`config.mk`:
```
export PLATFORM = sky130hd
export DESIGN_NAME = pc_sequencer
export DESIGN_NICKNAME = d
export VERILOG_FILES = /design/src/rtl/pcseq_pkg.sv /design/src/rtl/pcseq_decode.sv /design/src/rtl/pcseq_addend.sv /design/src/rtl/pcseq_addload.sv /design/src/rtl/pc_sequencer.sv
export SDC_FILE = /design/constraint.sdc
export NUM_CORES = 1
export LEC_CHECK = 0
export ABC_CLOCK_PERIOD_IN_PS = 2600
export BUFFER_PORTS_ARGS = -buffer_cell sky130_fd_sc_hd__buf_2
export CAP_MARGIN = 20
export CORE_ASPECT_RATIO = 1.4
export CORE_UTILIZATION = 48
export DETAILED_ROUTE_END_ITERATION = 10
export PLACE_DENSITY = 0.74
export SETUP_SLACK_MARGIN = 0.02
export SYNTH_ARGS = -nofsm -noshare
export SYNTH_HDL_FRONTEND = slang
export SYNTH_SLANG_ARGS = --single-unit
```
`constraint.sdc`:
```
create_clock -name clk -period 2.6 [get_ports clk]
set_input_delay 0.13 -clock clk [delete_from_list [all_inputs] [get_ports clk]]
set_output_delay 0.13 -clock clk [all_outputs]
set_load 0.005 [all_outputs]
```
`src/rtl/pcseq_pkg.sv`:
```
package pcseq_pkg;

    parameter int unsigned PC_W   = 16;
    parameter int unsigned DISP_W = 8;
    parameter int unsigned STEP   = 2;

    localparam int unsigned EXT_W = PC_W - DISP_W - 1;

    typedef logic [PC_W-1:0]   pc_t;
    typedef logic [DISP_W-1:0] disp_t;

    typedef enum logic [1:0] {
        SRC_STEP   = 2'd0,
        SRC_BRANCH = 2'd1,
        SRC_LOAD   = 2'd2
    } next_src_e;

    typedef struct packed {
        logic  adv;
        logic  take_br;
        logic  take_jmp;
        disp_t ofs;
        pc_t   target;
    } seq_req_t;

    typedef struct packed {
        next_src_e src;
        logic      add_mode;
        logic      use_disp;
        logic      adv;
    } seq_ctl_t;

    function automatic pc_t widen_disp(input disp_t d);
        return {{EXT_W{d[DISP_W-1]}}, d, 1'b0};
    endfunction

    function automatic pc_t align_even(input pc_t a);
        return a & ~pc_t'(1);
    endfunction

endpackage

```
`src/rtl/pcseq_decode.sv`:
```
module pcseq_decode
    import pcseq_pkg::*;
(
    input  seq_req_t req,
    output seq_ctl_t ctl
);
    next_src_e src;

    always_comb begin
        if (req.take_jmp)
            src = SRC_LOAD;
        else if (req.take_br)
            src = SRC_BRANCH;
        else
            src = SRC_STEP;
    end

    always_comb begin
        ctl.src      = src;
        ctl.add_mode = (src != SRC_LOAD);
        ctl.use_disp = req.take_br;
        ctl.adv      = req.adv;
    end

endmodule

```
`src/rtl/pcseq_addend.sv`:
```
module pcseq_addend
    import pcseq_pkg::*;
(
    input  logic  use_disp,
    input  disp_t ofs,
    output pc_t   addend
);
    pc_t disp_ext;

    always_comb begin
        disp_ext = widen_disp(ofs);
        addend   = use_disp ? disp_ext : pc_t'(STEP);
    end

endmodule

```
`src/rtl/pcseq_addload.sv`:
```
module pcseq_addload
    import pcseq_pkg::*;
#(
    parameter int unsigned W = PC_W
) (
    input  logic         add_mode,
    input  logic [W-1:0] a,
    input  logic [W-1:0] b,
    input  logic [W-1:0] k,
    output logic [W-1:0] y,
    output logic [W-1:0] carry
);
    logic [W:0] c;

    assign c[0] = 1'b0;

    for (genvar i = 0; i < W; i++) begin : g_cell
        logic sel;
        logic gen;
        assign sel      = add_mode ? (a[i] ^ b[i]) : k[i];
        assign gen      = add_mode & a[i];
        assign c[i+1]   = sel ? c[i] : gen;
        assign y[i]     = sel ^ c[i];
    end

    assign carry = c[W:1];

endmodule

```
`src/rtl/pc_sequencer.sv`:
```
module pc_sequencer
    import pcseq_pkg::*;
(
    input  logic        clk,
    input  logic        rst,
    input  logic        en,
    input  logic        br_take,
    input  logic [7:0]  br_ofs,
    input  logic        jmp,
    input  logic [15:0] jmp_addr,
    output logic [15:0] pc
);
    seq_req_t req;
    seq_ctl_t ctl;
    pc_t      pc_q;
    pc_t      addend;
    pc_t      pc_nxt;
    pc_t      chain_carry;
    logic     load_path;

    always_comb begin
        req.adv      = en;
        req.take_br  = br_take;
        req.take_jmp = jmp;
        req.ofs      = br_ofs;
        req.target   = align_even(jmp_addr);
    end

    pcseq_decode u_dec (
        .req (req),
        .ctl (ctl)
    );

    pcseq_addend u_addend (
        .use_disp (ctl.use_disp),
        .ofs      (req.ofs),
        .addend   (addend)
    );

    pcseq_addload #(.W(PC_W)) u_al (
        .add_mode (ctl.add_mode),
        .a        (pc_q),
        .b        (addend),
        .k        (req.target),
        .y        (pc_nxt),
        .carry    (chain_carry)
    );

    assign load_path = (ctl.src == SRC_LOAD);

    always_ff @(posedge clk) begin
        if (rst)
            pc_q <= '0;
        else if (ctl.adv)
            pc_q <= pc_nxt;
    end

    assign pc = pc_q;

endmodule

```
==> qor.txt <==
WORST HOLD PATH
-----------------------------------------------------------------------------------------
Tightest Hold Check Type                                                        in -> reg
Origin of the worst min-delay path                                            jmp_addr[7]

LOGIC SYNTHESIS
-----------------------------------------------------------------------------------------
Total number of yosys warnings                                                          0
Register bit total from synthesis                                                      16
Cell area after technology mapping                                           0.001474 mm^2
Share of synthesized area occupied by flip-flops and latches                       0.2173
Library cell with the highest instance count after synthesis                 sky130_fd_sc_hd__nand2_1
Count of flip-flops with a built-in enable after synthesis                              0
Leading register cell type out of synthesis                                  sky130_fd_sc_hd__dfxtp_1
Cell type with the largest total area after synthesis                        sky130_fd_sc_hd__dfxtp_1
Synthesized area per cell                                                      7.019 um^2
Post-Syn Nets                                                                         239
Cells after synthesis                                                                 210
Proportion of register bits with asynchronous set or reset after synthesis              0
Cells taking the most area after synthesis                                   sky130_fd_sc_hd__dfxtp_1, sky130_fd_sc_hd__nand2_1, sky130_fd_sc_hd__nor2_1
Commonest cells in the netlist                                               sky130_fd_sc_hd__nand2_1, sky130_fd_sc_hd__nor2_1, sky130_fd_sc_hd__dfxtp_1, sky130_fd_sc_hd__a21oi_1, sky130_fd_sc_hd__o21ai_0
Count of cell types in the netlist                                                     52
Area share of the leading cell type in the synthesized netlist                     0.2173

WORST SETUP PATH
-----------------------------------------------------------------------------------------
Dominant delay contributor by cell family on the critical path               compound AO/OA/AOI/OAI gates
Reg-to-Reg Start                                                             pc[1]$_SDFFE_PP0P_
Highest net fanout along the worst path                                                 8
Setup CP Type                                                                  reg -> reg
CP max stage cell                                                            sky130_fd_sc_hd__dfxtp_1
Slowest cell delay on critical path                                               0.45 ns
Cells along the critical path                                                a21oi_1 -> o221a_1 -> o2bb2ai_2 -> a211oi_2 -> nor2_1 -> mux2i_1 -> nor3_1 -> o21bai_1 -> a211oi_1
Data arrival time of the critical path                                            2.58 ns
Required time at the worst-slack endpoint                                         2.77 ns
Worst Setup End Kind                                                             register
Buf/Inv on CP                                                                           0
Critical Path Source                                                         pc[1]$_SDFFE_PP0P_
Startpoint Class                                                                 register

GLOBAL ROUTING
-----------------------------------------------------------------------------------------
Number of antenna violations at the first check in global routing                       0
Total global-route track usage                                                     0.2342
Pin count of the biggest net entering global routing                                   25
Global-route wire length before repair                                            6141 um
Via count of the first global-routing pass                                           1451
GRT Residual Overflow                                                                   0

ROUTING
-----------------------------------------------------------------------------------------
Final ANT Viol Nets                                                                     0
Routed vias/inst                                                                    5.721
Count of vias placed by the detailed router                                          1642
DRC viols                                                                               0
Initial detailed-routing violation count                                               37
Routed len/inst                                                                  12.88 um
Number of search-and-repair iterations in the first detailed-routing pass               4
Aggregate routed wire length                                                      3696 um

PLACED DESIGN
-----------------------------------------------------------------------------------------
Cell area after placement                                                    0.001710 mm^2
Cell total after placement                                                            282
GPL Wtd Cong                                                                       0.8726
Half-perimeter wire length after placement                                        2714 um
IO Port Bufs                                                                           43

CLOCK TREE
-----------------------------------------------------------------------------------------
H-tree levels                                                                           1
Sink Count                                                                             16
CTS clk-pin slew, worst paths                                                     0.08 ns
Total CTS buffers                                                                       3
Clock network latency to the later pin of the worst-skew pair                     0.25 ns
Hold Buf Count CTS                                                                      0
TritonCTS clock tree                                                                built
CTS Buffer Depth                                                                        2
Master cell of the clock root buffer                                         sky130_fd_sc_hd__clkbuf_8

FINISH
-----------------------------------------------------------------------------------------
Summed area of non-filler cells in the final layout                          0.001782 mm^2
Fillers                                                                               293
Ant diodes                                                                              0
Number of flip-flops under the largest register name                                   16
Area taken by multi-input logic gates                                        0.001056 mm^2
Total number of nets in the final design                                              280
Fraction of final layout cells with drive strength greater than 1                  0.2520
Area added between synthesis and finish                                            20.88%
Count of placed standard cells in the final layout, fillers left out                  287
Seq. cell area                                                                 322.8 um^2

TIMING
-----------------------------------------------------------------------------------------
Slew Limit Headroom                                                                0.7029
Total count of max-transition violations in the final report                            0
Share of the clock period used by the worst path                                   0.9278
Worst-Margin Slew                                                               0.4457 ns
Clock period minus final worst setup slack                                       2.412 ns
Final setup violating endpoints                                                         0
Final worst clock skew                                                        0.008096 ns
Setup TNS                                                                            0 ns
Worst slack on hold paths                                                       0.1807 ns
Highest attainable clock frequency                                              414.5 MHz
Final Hold Viols                                                                        0
RSZ-0062 raised after global routing                                                  yes

FLOORPLAN
-----------------------------------------------------------------------------------------
Starting density of the core                                                       0.5122
Num ports                                                                              45
Core outline area                                                            0.002878 mm^2
Width of the chip                                                                48.83 um
Number of rows in the core area                                                        23
Die extent in y                                                                  67.57 um
Full die area                                                                0.003299 mm^2

OUTCOME
-----------------------------------------------------------------------------------------
Status                                                                          completed

RUN
-----------------------------------------------------------------------------------------
Number of max-cap violations                                                            0

POWER AND IR DROP
-----------------------------------------------------------------------------------------
Maximum VDD drop                                                                0.3066 mV
Total design power                                                            0.0007674 W
Cell leakage power                                                              0.7614 nW
Cell area power density                                                      430.7 mW/mm^2

[per-stage QoR]
| stage | setup WS (ns) | utilization |
|---|---|---|
| 2_1_floorplan | 0.3880 | - |
| 3_3_place_gp | 0.1638 | 0.5943 |
| 3_5_place_dp | 0.1600 | 0.5943 |
| 4_1_cts | 0.2125 | 0.6135 |
| 5_1_grt | 0.008351 | 0.6191 |
| 6_report | 0.1876 | 0.6191 |
[cell usage in the layout, fill, tap and decap left out, types with 2 or more instances in the layout]
cell type | Yosys | layout
sky130_fd_sc_hd__buf_2 | 2 | 43
sky130_fd_sc_hd__nand2_1 | 28 | 28
sky130_fd_sc_hd__nor2_1 | 25 | 25
sky130_fd_sc_hd__a21oi_1 | 14 | 14
sky130_fd_sc_hd__dfxtp_1 | 16 | 14
sky130_fd_sc_hd__o21ai_0 | 12 | 12
sky130_fd_sc_hd__inv_1 | 10 | 10
sky130_fd_sc_hd__a211oi_1 | 9 | 9
sky130_fd_sc_hd__nor3_1 | 8 | 8
sky130_fd_sc_hd__xnor2_1 | 8 | 8
sky130_fd_sc_hd__buf_4 | 1 | 6
sky130_fd_sc_hd__a31oi_1 | 5 | 5
sky130_fd_sc_hd__o211ai_1 | 5 | 5
sky130_fd_sc_hd__clkbuf_8 | 0 | 4
sky130_fd_sc_hd__or4_1 | 3 | 3
sky130_fd_sc_hd__xor2_1 | 3 | 3
sky130_fd_sc_hd__nand2b_1 | 3 | 3
sky130_fd_sc_hd__or3_1 | 3 | 3
sky130_fd_sc_hd__mux2i_1 | 3 | 3
sky130_fd_sc_hd__a22oi_1 | 3 | 3
sky130_fd_sc_hd__nand3_1 | 3 | 3
sky130_fd_sc_hd__and4b_1 | 2 | 2
sky130_fd_sc_hd__a221oi_1 | 2 | 2
sky130_fd_sc_hd__o21ai_1 | 2 | 2
sky130_fd_sc_hd__a2bb2oi_1 | 2 | 2
sky130_fd_sc_hd__a21o_1 | 2 | 2
sky130_fd_sc_hd__nand4_1 | 2 | 2
sky130_fd_sc_hd__dfxtp_2 | 0 | 2
[path summary, 6_finish.rpt]
path                         endpoint  slack, ns  depth (start not counted)
hold reg to reg    pc[0]$_SDFFE_PP0P_       0.43                          2
setup / recovery  pc[11]$_SDFFE_PP0P_       0.19                          9
hold / removal     pc[7]$_SDFFE_PP0P_       0.18                          3
setup reg to reg  pc[11]$_SDFFE_PP0P_       0.19                          9
[repair_timing]
| item | in CTS | in global routing |
|---|---|---|
| setup buffers | 0 | 1 |
| setup endpoints to repair | 0 | 2 |
| gates resized for setup | 0 | 3 |
[kinds of logic after synthesis]
logic type      share of synthesized area
compound gates                     0.3481
xor+xnor                          0.06537
fa+ha+maj                        0.006791
buf+inv                           0.07046
flops                              0.2173
mux                               0.02037
simple gates                       0.2717
[worst min-delay path: stages]
cell,delay (ns)
sky130_fd_sc_hd__buf_2,0.12
sky130_fd_sc_hd__nand2_1,0.05
sky130_fd_sc_hd__a311oi_1,0.08
[cell type report]
cell class,count,area share
multi-input combinational,170,0.5927
clock buffer,4,0.03090
timing repair buffer,49,0.1461
sequential,16,0.1812
inverter,11,0.02317
tap,37,0.02598
[metal layers]
layer / vias to the layer above / wire, um / GRT usage
met3: 2 / 122 / 0.02252
li1: 852 / - / -
met5: - / 0 / 0
met2: 35 / 1815 / 0.4375
met1: 753 / 1728 / 0.2724
met4: 0 / 29 / 0.09559
[power by group]
part	total, W	internal [W]	leakage [nW]	switching (W)
combinational	0.000244	0.000112	0.600	0.000133
clock	0.000230	0.000134	0.0288	0.0000959
sequential	0.000293	0.000265	0.133	0.0000279
total	0.000767	0.000511	0.761	0.000256
Note: power is estimated with default switching activity, not from simulation.
